**config.mk**
```make
export PLATFORM = sky130hd
export DESIGN_NAME = card_slot_ctrl
export DESIGN_NICKNAME = d
export VERILOG_FILES = /design/src/rtl/cslot_pkg.sv /design/src/rtl/cslot_debounce.sv /design/src/rtl/cslot_reset_seq.sv /design/src/rtl/cslot_access.sv /design/src/rtl/card_slot_ctrl.sv
export SDC_FILE = /design/constraint.sdc
export NUM_CORES = 1
export LEC_CHECK = 0
export ABC_AREA = 1
export ABC_CLOCK_PERIOD_IN_PS = 1390
export BUFFER_PORTS_ARGS = -buffer_cell sky130_fd_sc_hd__buf_4
export CAP_MARGIN = 5
export CORE_ASPECT_RATIO = 0.9
export CORE_MARGIN = 5
export CORE_UTILIZATION = 50
export DETAILED_ROUTE_END_ITERATION = 10
export PLACE_DENSITY = 0.85
export SLEW_MARGIN = 0
export SYNTH_ARGS = -nofsm -noshare
export SYNTH_HDL_FRONTEND = slang
export SYNTH_SLANG_ARGS = --single-unit
```
**constraint.sdc**
```tcl
create_clock -name clk -period 1.39 [get_ports clk]
set_input_delay 0.139 -clock clk [delete_from_list [all_inputs] [get_ports clk]]
set_output_delay 0.139 -clock clk [all_outputs]
set_load 0.1 [all_outputs]
```
**src/rtl/cslot_pkg.sv**
```systemverilog
package cslot_pkg;

  localparam int NSLOT  = 2;
  localparam int ADDR_W = 15;
  localparam int DATA_W = 8;

  // Register offsets decoded by host software
  localparam logic [3:0] OFS_INT  = 4'd0;
  localparam logic [3:0] OFS_CTL2 = 4'd1;
  localparam logic [3:0] OFS_ALO  = 4'd4;
  localparam logic [3:0] OFS_AHI  = 4'd5;
  localparam logic [3:0] OFS_DATA = 4'd6;
  localparam logic [3:0] OFS_CTL  = 4'd7;

  localparam logic [7:0] IRQ_ENABLE_CODE = 8'h44;

  typedef enum logic [1:0] {
    RS_IDLE  = 2'd0,
    RS_PULSE = 2'd1,
    RS_WAIT  = 2'd2
  } rs_state_t;

  typedef struct packed {
    logic              slot;
    logic              ctl_space;
    logic [ADDR_W-1:0] addr;
    logic              we;
    logic [DATA_W-1:0] wdata;
  } acc_cmd_t;

  // Card address: high register on top, low register bits 7:1, even byte
  function automatic logic [ADDR_W-1:0] join_card_addr(input logic [6:0] lo_bits,
                                                       input logic [6:0] hi_bits);
    return {hi_bits, lo_bits, 1'b0};
  endfunction

  // Bus control readback: slot, space, reset busy, routing, not-ready
  function automatic logic [7:0] ctl_readback(input logic       slot,
                                              input logic       space,
                                              input logic [1:0] rst_busy,
                                              input logic [1:0] route,
                                              input logic [1:0] nready);
    return {slot, space, rst_busy[0], rst_busy[1], route[0], route[1],
            nready[0], nready[1]};
  endfunction

  function automatic logic [7:0] ctl2_readback(input logic [1:0] ts_out,
                                               input logic [1:0] tun_n);
    return {2'b00, ts_out[1], ts_out[0], tun_n[0], tun_n[1], 2'b00};
  endfunction

  function automatic logic [7:0] irq_readback(input logic en, input logic pend);
    return {1'b0, en, 3'b000, en, 1'b0, pend};
  endfunction

endpackage

```
**src/rtl/cslot_debounce.sv**
```systemverilog
module cslot_debounce #(
  parameter int DEB_CYC = 64
) (
  input  logic clk,
  input  logic rst_n,
  input  logic det_n,
  output logic present,
  output logic change
);
  localparam int CW = $clog2(DEB_CYC + 1);

  logic [1:0]    sync_q;
  logic [CW-1:0] run_q;
  logic          raw_present;

  assign raw_present = ~sync_q[1];

  always_ff @(posedge clk or negedge rst_n) begin
    if (!rst_n) begin
      sync_q  <= 2'b11;
      run_q   <= '0;
      present <= 1'b0;
      change  <= 1'b0;
    end else begin
      sync_q <= {sync_q[0], det_n};
      change <= 1'b0;
      if (raw_present != present) begin
        if (run_q == CW'(DEB_CYC - 1)) begin
          present <= raw_present;
          change  <= 1'b1;
          run_q   <= '0;
        end else begin
          run_q <= run_q + 1'b1;
        end
      end else begin
        run_q <= '0;
      end
    end
  end
endmodule

```
**src/rtl/cslot_reset_seq.sv**
```systemverilog
module cslot_reset_seq
  import cslot_pkg::*;
#(
  parameter int RST_CYC = 16
) (
  input  logic clk,
  input  logic rst_n,
  input  logic start,
  input  logic card_rdy,
  output logic busy,
  output logic card_rst
);
  localparam int CW = $clog2(RST_CYC + 1);

  rs_state_t     state_q;
  logic [CW-1:0] cnt_q;

  always_ff @(posedge clk or negedge rst_n) begin
    if (!rst_n) begin
      state_q <= RS_IDLE;
      cnt_q   <= '0;
    end else begin
      case (state_q)
        RS_IDLE: begin
          if (start) begin
            state_q <= RS_PULSE;
            cnt_q   <= '0;
          end
        end
        RS_PULSE: begin
          if (cnt_q == CW'(RST_CYC - 1)) state_q <= RS_WAIT;
          else                           cnt_q   <= cnt_q + 1'b1;
        end
        RS_WAIT: begin
          if (card_rdy) state_q <= RS_IDLE;
        end
        default: state_q <= RS_IDLE;
      endcase
    end
  end

  assign busy     = (state_q != RS_IDLE);
  assign card_rst = (state_q == RS_PULSE);
endmodule

```
**src/rtl/cslot_access.sv**
```systemverilog
module cslot_access
  import cslot_pkg::*;
#(
  parameter int STROBE_CYC = 4
) (
  input  logic              clk,
  input  logic              rst_n,
  input  logic              start,
  input  acc_cmd_t          cmd,
  input  logic [DATA_W-1:0] card_din,
  output logic              busy,
  output logic              done,
  output logic [DATA_W-1:0] rdata,
  output logic [ADDR_W-1:0] card_addr,
  output logic [DATA_W-1:0] card_dout,
  output logic              card_ctl_space,
  output logic [NSLOT-1:0]  card_ce_n,
  output logic              card_oe_n,
  output logic              card_we_n
);
  localparam int CW = $clog2(STROBE_CYC + 1);

  acc_cmd_t      cmd_q;
  logic [CW-1:0] cnt_q;
  logic          last_cyc;

  assign last_cyc = busy && (cnt_q == CW'(STROBE_CYC - 1));

  always_ff @(posedge clk or negedge rst_n) begin
    if (!rst_n) begin
      busy  <= 1'b0;
      done  <= 1'b0;
      cnt_q <= '0;
      cmd_q <= '0;
      rdata <= '0;
    end else begin
      done <= 1'b0;
      if (!busy && start) begin
        busy  <= 1'b1;
        cnt_q <= '0;
        cmd_q <= cmd;
      end else if (last_cyc) begin
        busy <= 1'b0;
        done <= 1'b1;
        if (!cmd_q.we) rdata <= card_din;
      end else if (busy) begin
        cnt_q <= cnt_q + 1'b1;
      end
    end
  end

  for (genvar s = 0; s < NSLOT; s++) begin : g_ce
    assign card_ce_n[s] = ~(busy && (cmd_q.slot == 1'(s)));
  end

  assign card_addr      = cmd_q.addr;
  assign card_dout      = cmd_q.we ? cmd_q.wdata : '0;
  assign card_ctl_space = busy & cmd_q.ctl_space;
  assign card_oe_n      = ~(busy & ~cmd_q.we);
  assign card_we_n      = ~(busy &  cmd_q.we);
endmodule

```
**src/rtl/card_slot_ctrl.sv**
```systemverilog
module card_slot_ctrl
  import cslot_pkg::*;
#(
  parameter int STROBE_CYC = 4,
  parameter int RST_CYC    = 16,
  parameter int DEB_CYC    = 64
) (
  input  logic        clk,
  input  logic        rst_n,
  input  logic        reg_req,
  input  logic        reg_we,
  input  logic [3:0]  reg_addr,
  input  logic [7:0]  reg_wdata,
  output logic        reg_ack,
  output logic [7:0]  reg_rdata,
  output logic [14:0] card_addr,
  output logic [7:0]  card_dout,
  input  logic [7:0]  card_din,
  output logic        card_ctl_space,
  output logic [1:0]  card_ce_n,
  output logic        card_oe_n,
  output logic        card_we_n,
  output logic [1:0]  card_rst,
  input  logic [1:0]  card_rdy,
  input  logic [1:0]  card_det_n,
  output logic [1:0]  ts_route_en,
  output logic [1:0]  ts_out_en,
  output logic [1:0]  tuner_rst_n,
  output logic        irq
);

  // Register state
  logic [6:0] alo_q, ahi_q;
  logic       slot_q, space_q;
  logic [1:0] route_q, ts_out_q, tun_n_q;
  logic       irq_en, irq_pend;
  logic       plain_ack_q;
  logic [7:0] plain_rd_q, plain_val;

  // Named internal events
  logic             is_data, wr_hit_ctl, wr_hit_ctl2, wr_hit_int;
  logic             wr_hit_alo, wr_hit_ahi;
  logic             acc_start, acc_busy, acc_done;
  logic [7:0]       acc_rdata;
  logic [NSLOT-1:0] rst_start, rst_busy, present, det_change, nready;
  logic             irq_set_evt, irq_clr_evt;
  acc_cmd_t         acc_cmd;

  assign is_data     = (reg_addr == OFS_DATA);
  assign wr_hit_ctl  = reg_req & reg_we & (reg_addr == OFS_CTL);
  assign wr_hit_ctl2 = reg_req & reg_we & (reg_addr == OFS_CTL2);
  assign wr_hit_int  = reg_req & reg_we & (reg_addr == OFS_INT);
  assign wr_hit_alo  = reg_req & reg_we & (reg_addr == OFS_ALO);
  assign wr_hit_ahi  = reg_req & reg_we & (reg_addr == OFS_AHI);
  assign acc_start   = reg_req & is_data & ~acc_busy;
  assign irq_clr_evt = reg_req & ~reg_we & (reg_addr == OFS_INT);
  assign irq_set_evt = irq_en & (|det_change);

  // Reset requests: bit 5 for slot 0, bit 4 for slot 1
  assign rst_start[0] = wr_hit_ctl & reg_wdata[5];
  assign rst_start[1] = wr_hit_ctl & reg_wdata[4];

  always_comb begin
    acc_cmd           = '0;
    acc_cmd.slot      = slot_q;
    acc_cmd.ctl_space = space_q;
    acc_cmd.addr      = join_card_addr(alo_q, ahi_q);
    acc_cmd.we        = reg_we;
    acc_cmd.wdata     = reg_wdata;
  end

  // Per-slot detect and reset logic
  for (genvar s = 0; s < NSLOT; s++) begin : g_slot
    cslot_debounce #(.DEB_CYC(DEB_CYC)) u_deb (
      .clk     (clk),
      .rst_n   (rst_n),
      .det_n   (card_det_n[s]),
      .present (present[s]),
      .change  (det_change[s])
    );

    cslot_reset_seq #(.RST_CYC(RST_CYC)) u_rst (
      .clk      (clk),
      .rst_n    (rst_n),
      .start    (rst_start[s]),
      .card_rdy (card_rdy[s]),
      .busy     (rst_busy[s]),
      .card_rst (card_rst[s])
    );

    assign nready[s] = ~(present[s] & card_rdy[s]);
  end

  cslot_access #(.STROBE_CYC(STROBE_CYC)) u_acc (
    .clk            (clk),
    .rst_n          (rst_n),
    .start          (acc_start),
    .cmd            (acc_cmd),
    .card_din       (card_din),
    .busy           (acc_busy),
    .done           (acc_done),
    .rdata          (acc_rdata),
    .card_addr      (card_addr),
    .card_dout      (card_dout),
    .card_ctl_space (card_ctl_space),
    .card_ce_n      (card_ce_n),
    .card_oe_n      (card_oe_n),
    .card_we_n      (card_we_n)
  );

  // Register writes
  always_ff @(posedge clk or negedge rst_n) begin
    if (!rst_n) begin
      alo_q    <= '0;
      ahi_q    <= '0;
      slot_q   <= 1'b0;
      space_q  <= 1'b0;
      route_q  <= '0;
      ts_out_q <= '0;
      tun_n_q  <= 2'b11;
      irq_en   <= 1'b0;
    end else begin
      if (wr_hit_alo) alo_q <= reg_wdata[7:1];
      if (wr_hit_ahi) ahi_q <= reg_wdata[6:0];
      if (wr_hit_ctl) begin
        slot_q  <= reg_wdata[7];
        space_q <= reg_wdata[6];
        route_q <= {reg_wdata[2], reg_wdata[3]};
      end
      if (wr_hit_ctl2) begin
        ts_out_q <= {reg_wdata[5], reg_wdata[4]};
        tun_n_q  <= {reg_wdata[2], reg_wdata[3]};
      end
      if (wr_hit_int) irq_en <= (reg_wdata == IRQ_ENABLE_CODE);
    end
  end

  // Interrupt pending: a new event wins over a clearing read
  always_ff @(posedge clk or negedge rst_n) begin
    if (!rst_n)           irq_pend <= 1'b0;
    else if (irq_set_evt) irq_pend <= 1'b1;
    else if (irq_clr_evt) irq_pend <= 1'b0;
  end

  // Plain register readback
  always_comb begin
    case (reg_addr)
      OFS_INT:  plain_val = irq_readback(irq_en, irq_pend);
      OFS_CTL2: plain_val = ctl2_readback(ts_out_q, tun_n_q);
      OFS_ALO:  plain_val = {alo_q, 1'b0};
      OFS_AHI:  plain_val = {1'b0, ahi_q};
      OFS_CTL:  plain_val = ctl_readback(slot_q, space_q, rst_busy, route_q, nready);
      default:  plain_val = '0;
    endcase
  end

  always_ff @(posedge clk or negedge rst_n) begin
    if (!rst_n) begin
      plain_ack_q <= 1'b0;
      plain_rd_q  <= '0;
    end else begin
      plain_ack_q <= reg_req & ~is_data;
      if (reg_req & ~is_data & ~reg_we) plain_rd_q <= plain_val;
    end
  end

  assign reg_ack     = plain_ack_q | acc_done;
  assign reg_rdata   = acc_done ? acc_rdata : plain_rd_q;
  assign ts_route_en = route_q;
  assign ts_out_en   = ts_out_q;
  assign tuner_rst_n = tun_n_q;
  assign irq         = irq_pend;

endmodule

```
==> tab_implementation.tex <==
\begin{tabular}{lr}
\hline
Metric & Value \\
\hline
\multicolumn{2}{l}{\textbf{Outcome}} \\
Result of the run & complete, but fails checks \\
Failing checks & setup timing \\
\multicolumn{2}{l}{\textbf{Synth}} \\
Number of different library cells in the post-synthesis netlist & 31 \\
Synth top area cells & dfrtp\_1 52\%, nand2\_1 14\%, o21ai\_0 5.0\% \\
Area leader, netlist & dfrtp\_1 \\
Total of flip-flops plus latches after synthesis & 107 \\
Gate count after technology mapping & 561 \\
Async SR Flop Fraction & 100.0\% \\
Dominant register cell in the synthesized netlist & dfrtp\_1 \\
Yosys warning count & 0 \\
Mean cell area of the mapped netlist & 8.707 sq um \\
Synth Net Count & 597 \\
Post-synthesis sequential area ratio & 54.97\% \\
Number of flops mapped to enable cells by yosys & 0 \\
Portion of synthesized cell area occupied by the leading cell type & 51.74\% \\
Total standard cell area after synthesis & 0.004885 sq mm \\
\multicolumn{2}{l}{\textbf{Timing}} \\
Total setup violations reported at the end of the flow & 27 \\
Relative slew slack & 63.79\% \\
Max Slew Vio Count & 0 \\
Ratio of final minimum period to clock period & 106.2\% \\
Tightest hold margin & 41.58 ps \\
Unrepaired setup endpoints after global routing & true \\
Worst setup margin & -85.57 ps \\
Sum Neg Setup Slack & -1021 ps \\
Clk\_skew & 13.20 ps \\
Fin crit period & 1476 ps \\
Slew at the pin closest to its max-slew limit & 543.2 ps \\
Highest attainable clock frequency & 677.7 MHz \\
Endpoints failing hold & 0 \\
\multicolumn{2}{l}{\textbf{Setup path}} \\
Worst path required time & 1250 ps \\
Origin of the critical flop-to-flop path & g\_slot[0].u\_rst.cnt\_q[0]\$\_DFFE\_PN0P\_ \\
CP Launch Type & register \\
Worst Path Buf+Inv & 2 \\
Number of stages on the worst setup path & 4 \\
Data arrival at the endpoint of the critical path & 1340 ps \\
Critical path class & register to output port \\
Slowest stage cell, crit path & dfrtp\_2 \\
Type of element capturing the critical path & output port \\
Endpoint of the worst register-to-register path & g\_slot[0].u\_rst.state\_q[1]\$\_DFFE\_PN0P\_ \\
CP max FO & 8 \\
Number of cells on the worst reg-to-reg path & 8 \\
Startpoint of the most critical setup path & u\_acc.done\$\_DFF\_PN0\_ \\
Maximum cell stage delay along the critical path & 480 ps \\
Setup crit end & reg\_rdata[4] \\
Reg2reg setup slack & -50 ps \\
Top Family by Delay on Critical Path & flip-flops \\
Series of cell instances along the critical path & clkinv\_4 > nand2\_1 > nand2\_2 > buf\_12 \\
\multicolumn{2}{l}{\textbf{Floorplanning}} \\
Floorplan die area & 0.01185 sq mm \\
Effective utilization at floorplan & 50.81\% \\
Total core area & 0.009614 sq mm \\
Die span in x & 114.2 um \\
IO Pins & 74 \\
Die extent in y & 103.8 um \\
Standard-cell row count & 34 \\
\multicolumn{2}{l}{\textbf{Placed design}} \\
Setup Slack @ Placement & -99.58 ps \\
Dpl hpwl & 8.725 mm \\
Port bufs & 72 \\
Total placed instance area & 0.005642 sq mm \\
Routability Congestion & 0.9521 \\
\multicolumn{2}{l}{\textbf{Clock tree}} \\
CTS tree & done \\
CTS Sinks & 107 \\
Clock slew seen by the registers of the worst setup and hold paths & 110 ps \\
Clock network latency to the later pin of the worst-skew pair & 380 ps \\
Clock tree root driver cell & clkbuf\_8 \\
Buffers from clock root to sink, at most & 2 \\
Clock H-tree levels & 3 \\
Total clock buffers created by CTS & 9 \\
\multicolumn{2}{l}{\textbf{Detailed routing}} \\
Via count & 4293 \\
WL final & 13.44 mm \\
Number of DRC violations after detailed routing & 0 \\
Average routed wire per standard cell & 16.80 um \\
Number of antenna-violating nets in the routed design & 0 \\
Length of the first detailed-routing pass in iterations & 6 \\
Starting DRC count in detailed routing & 287 \\
Post-DR vias/cell & 5.366 \\
\multicolumn{2}{l}{\textbf{Global routing}} \\
Grt met1 use & 26.12\% \\
Met2 track utilization from global routing & 37.71\% \\
Residual overflow from global routing & 0 \\
Peak-usage layer in the global routing report & met2 \\
Overall track demand over capacity in global routing & 21.75\% \\
Vias in the first global route & 4304 \\
Global-route wire length before repair & 20.48 mm \\
Antenna violations before repair & 0 \\
Global routing usage on met3 & 5.598\% \\
Maximum number of pins on one net before global-route repair & 40 \\
\multicolumn{2}{l}{\textbf{Hold path}} \\
Min-Delay Path Depth & 3 \\
Class of the most critical hold timing path & input port to register \\
\multicolumn{2}{l}{\textbf{Pwr}} \\
Leakage power figure & 3.382 nW \\
Internal cell power & 6.396 mW \\
Psw & 5.240 mW \\
Fraction of power consumed by combinational cells & 47.1\% \\
Max IR drop VDD & 0.001113 V \\
Fraction of power consumed by the clock network & 15.4\% \\
Fraction of power consumed by sequential logic & 37.5\% \\
Sw Ratio & 45.03\% \\
Power density of the placed cells & 1741 mW/mm\^{}2 \\
\multicolumn{2}{l}{\textbf{Flow run}} \\
Max-cap violations & 0 \\
\multicolumn{2}{l}{\textbf{Layout}} \\
Design area & 0.006685 sq mm \\
Filler Cell Count & 687 \\
Antenna cells & 0 \\
Share of layout cells above drive strength 1 & 35.16\% \\
Post-layout net count & 705 \\
Area added between synthesis and finish & 36.86\% \\
\hline
\end{tabular}
synth_stat cells (2+ instances only):
cell      number
a21oi_1        4
buf_2          7
buf_4         19
clkbuf_1       2
dfrtp_1      101
dfstp_2        6
ha_1           8
inv_1         54
inv_2          4
mux2_2         8
nand2_1      186
nand2_2        4
nand3_1       38
nand4_1        4
nor2_1        31
nor2_4         3
nor3_1         3
nor3b_1        2
o21a_1         6
o21ai_0       49
o21bai_1       2
o31ai_1        3
or2_2          3
xnor2_1        2
xor2_1         6
routing by layer:
metal	share of wire (%)	wire (um)
met5	0	0
met4	2.5	336
met3	6.6	881
met1	38	5087
met2	53	7135
through the flow:
stage | power, mW | cells | utilization, %
finish | 11.64 | 800 | 69.53
global route | 12.12 | 800 | 69.53
CTS | 10.93 | 792 | 65.90
detailed placement | 8.541 | 756 | 58.68
global placement | 8.373 | 756 | 58.68
floorplan | 7.513 | 561 | -
cell families (layout without fill, tap and decap cells):
logic type	count (synthesis)	in the layout	share of synthesized area, %
buf+inv	87	200	8.478
simple gates	278	278	24.03
xor+xnor	8	8	1.434
flops	107	107	54.97
mux	8	8	1.844
other cells	1	1	0.07677
compound gates	64	64	7.121
fa+ha+maj	8	8	2.049
how the worst min path moves through the flow:
stage            from                    endpoint
6_report       reg_we  u_acc.cmd_q[8]$_DFFE_PN0P_
5_1_grt        reg_we  u_acc.cmd_q[8]$_DFFE_PN0P_
4_1_cts        reg_we  u_acc.cmd_q[8]$_DFFE_PN0P_
3_5_place_dp    rst_n  u_acc.cmd_q[2]$_DFFE_PN0P_
3_3_place_gp    rst_n  u_acc.cmd_q[2]$_DFFE_PN0P_
2_1_floorplan   rst_n        ahi_q[0]$_DFFE_PN0P_
what timing repair did:
item / CTS / global route
pin swaps: 17 / 20
gates resized for setup: 97 / 93
hold endpoints to repair: 43 / 0
setup endpoints to repair: 42 / 47
hold buffers: 13 / 0
gates cloned: 0 / 1
setup buffers: 7 / 7
sequential cells by signal (all words and copies together) (netlist names), 2 cells and up:
register,flops
g_slot.u_deb.run_q,14
ts_out_en,2
g_slot.u_rst.state_q,4
plain_rd_q,8
u_acc.cmd_q,11
g_slot.u_rst.cnt_q,10
tuner_rst_n,2
ahi_q,7
alo_q,7
g_slot.u_deb.change,2
u_acc.cnt_q,3
ts_route_en,2
u_acc.rdata,8
g_slot.u_deb.sync_q,4
u_acc.card_addr,14
g_slot.u_deb.present,2
cell usage in the layout (no fill, tap or decap), drive strengths merged:
master and count:
xnor2 2, nand4 5, o21ai 49, buf 113, o21a 6, nor2 35
xor2 6, conb 1, nand3 39, ha 8, nand2 190, nand3b 1
clkinvlp 2, dfrtp 101, dfstp 6, nor3 3, a21oi 4, dlygate4sd3 13
clkinv 3, or2 3, nor3b 2, clkbuf 10, mux2 8, inv 59
o31ai 3, o21bai 2
layout make-up:
| class | count | area [sq um] | area share [%] |
|---|---|---|---|
| Clock buffer | 10 | 127.6 | 1.909 |
| Clock inverter | 6 | 50.05 | 0.7486 |
| Inverter | 58 | 237.7 | 3.556 |
| Multi-Input combinational cell | 367 | 2090 | 31.26 |
| Sequential cell | 107 | 2688 | 40.20 |
| Tap cell | 126 | 157.7 | 2.358 |
| Timing Repair Buffer | 126 | 1335 | 19.97 |
power by group through the flow:
stage	Clock, mW	Sequential, mW	Combinational (mW)
after global placement	0	4.25	4.12
after global routing	1.94	4.43	5.75
final	1.79	4.37	5.48
after CTS	1.80	4.25	4.88
after detailed placement	0	4.30	4.24
after floorplan	0	4.48	3.03
worst min-delay path: cells and delay by family:
| family | cells | cell delay [ps] |
|---|---|---|
| AO/OA/AOI/OAI | 1 | 70 |
| buffers and inverters | 1 | 120 |
| AND/OR/NAND/NOR | 1 | 60 |
Power figures use the tool's default switching activity.
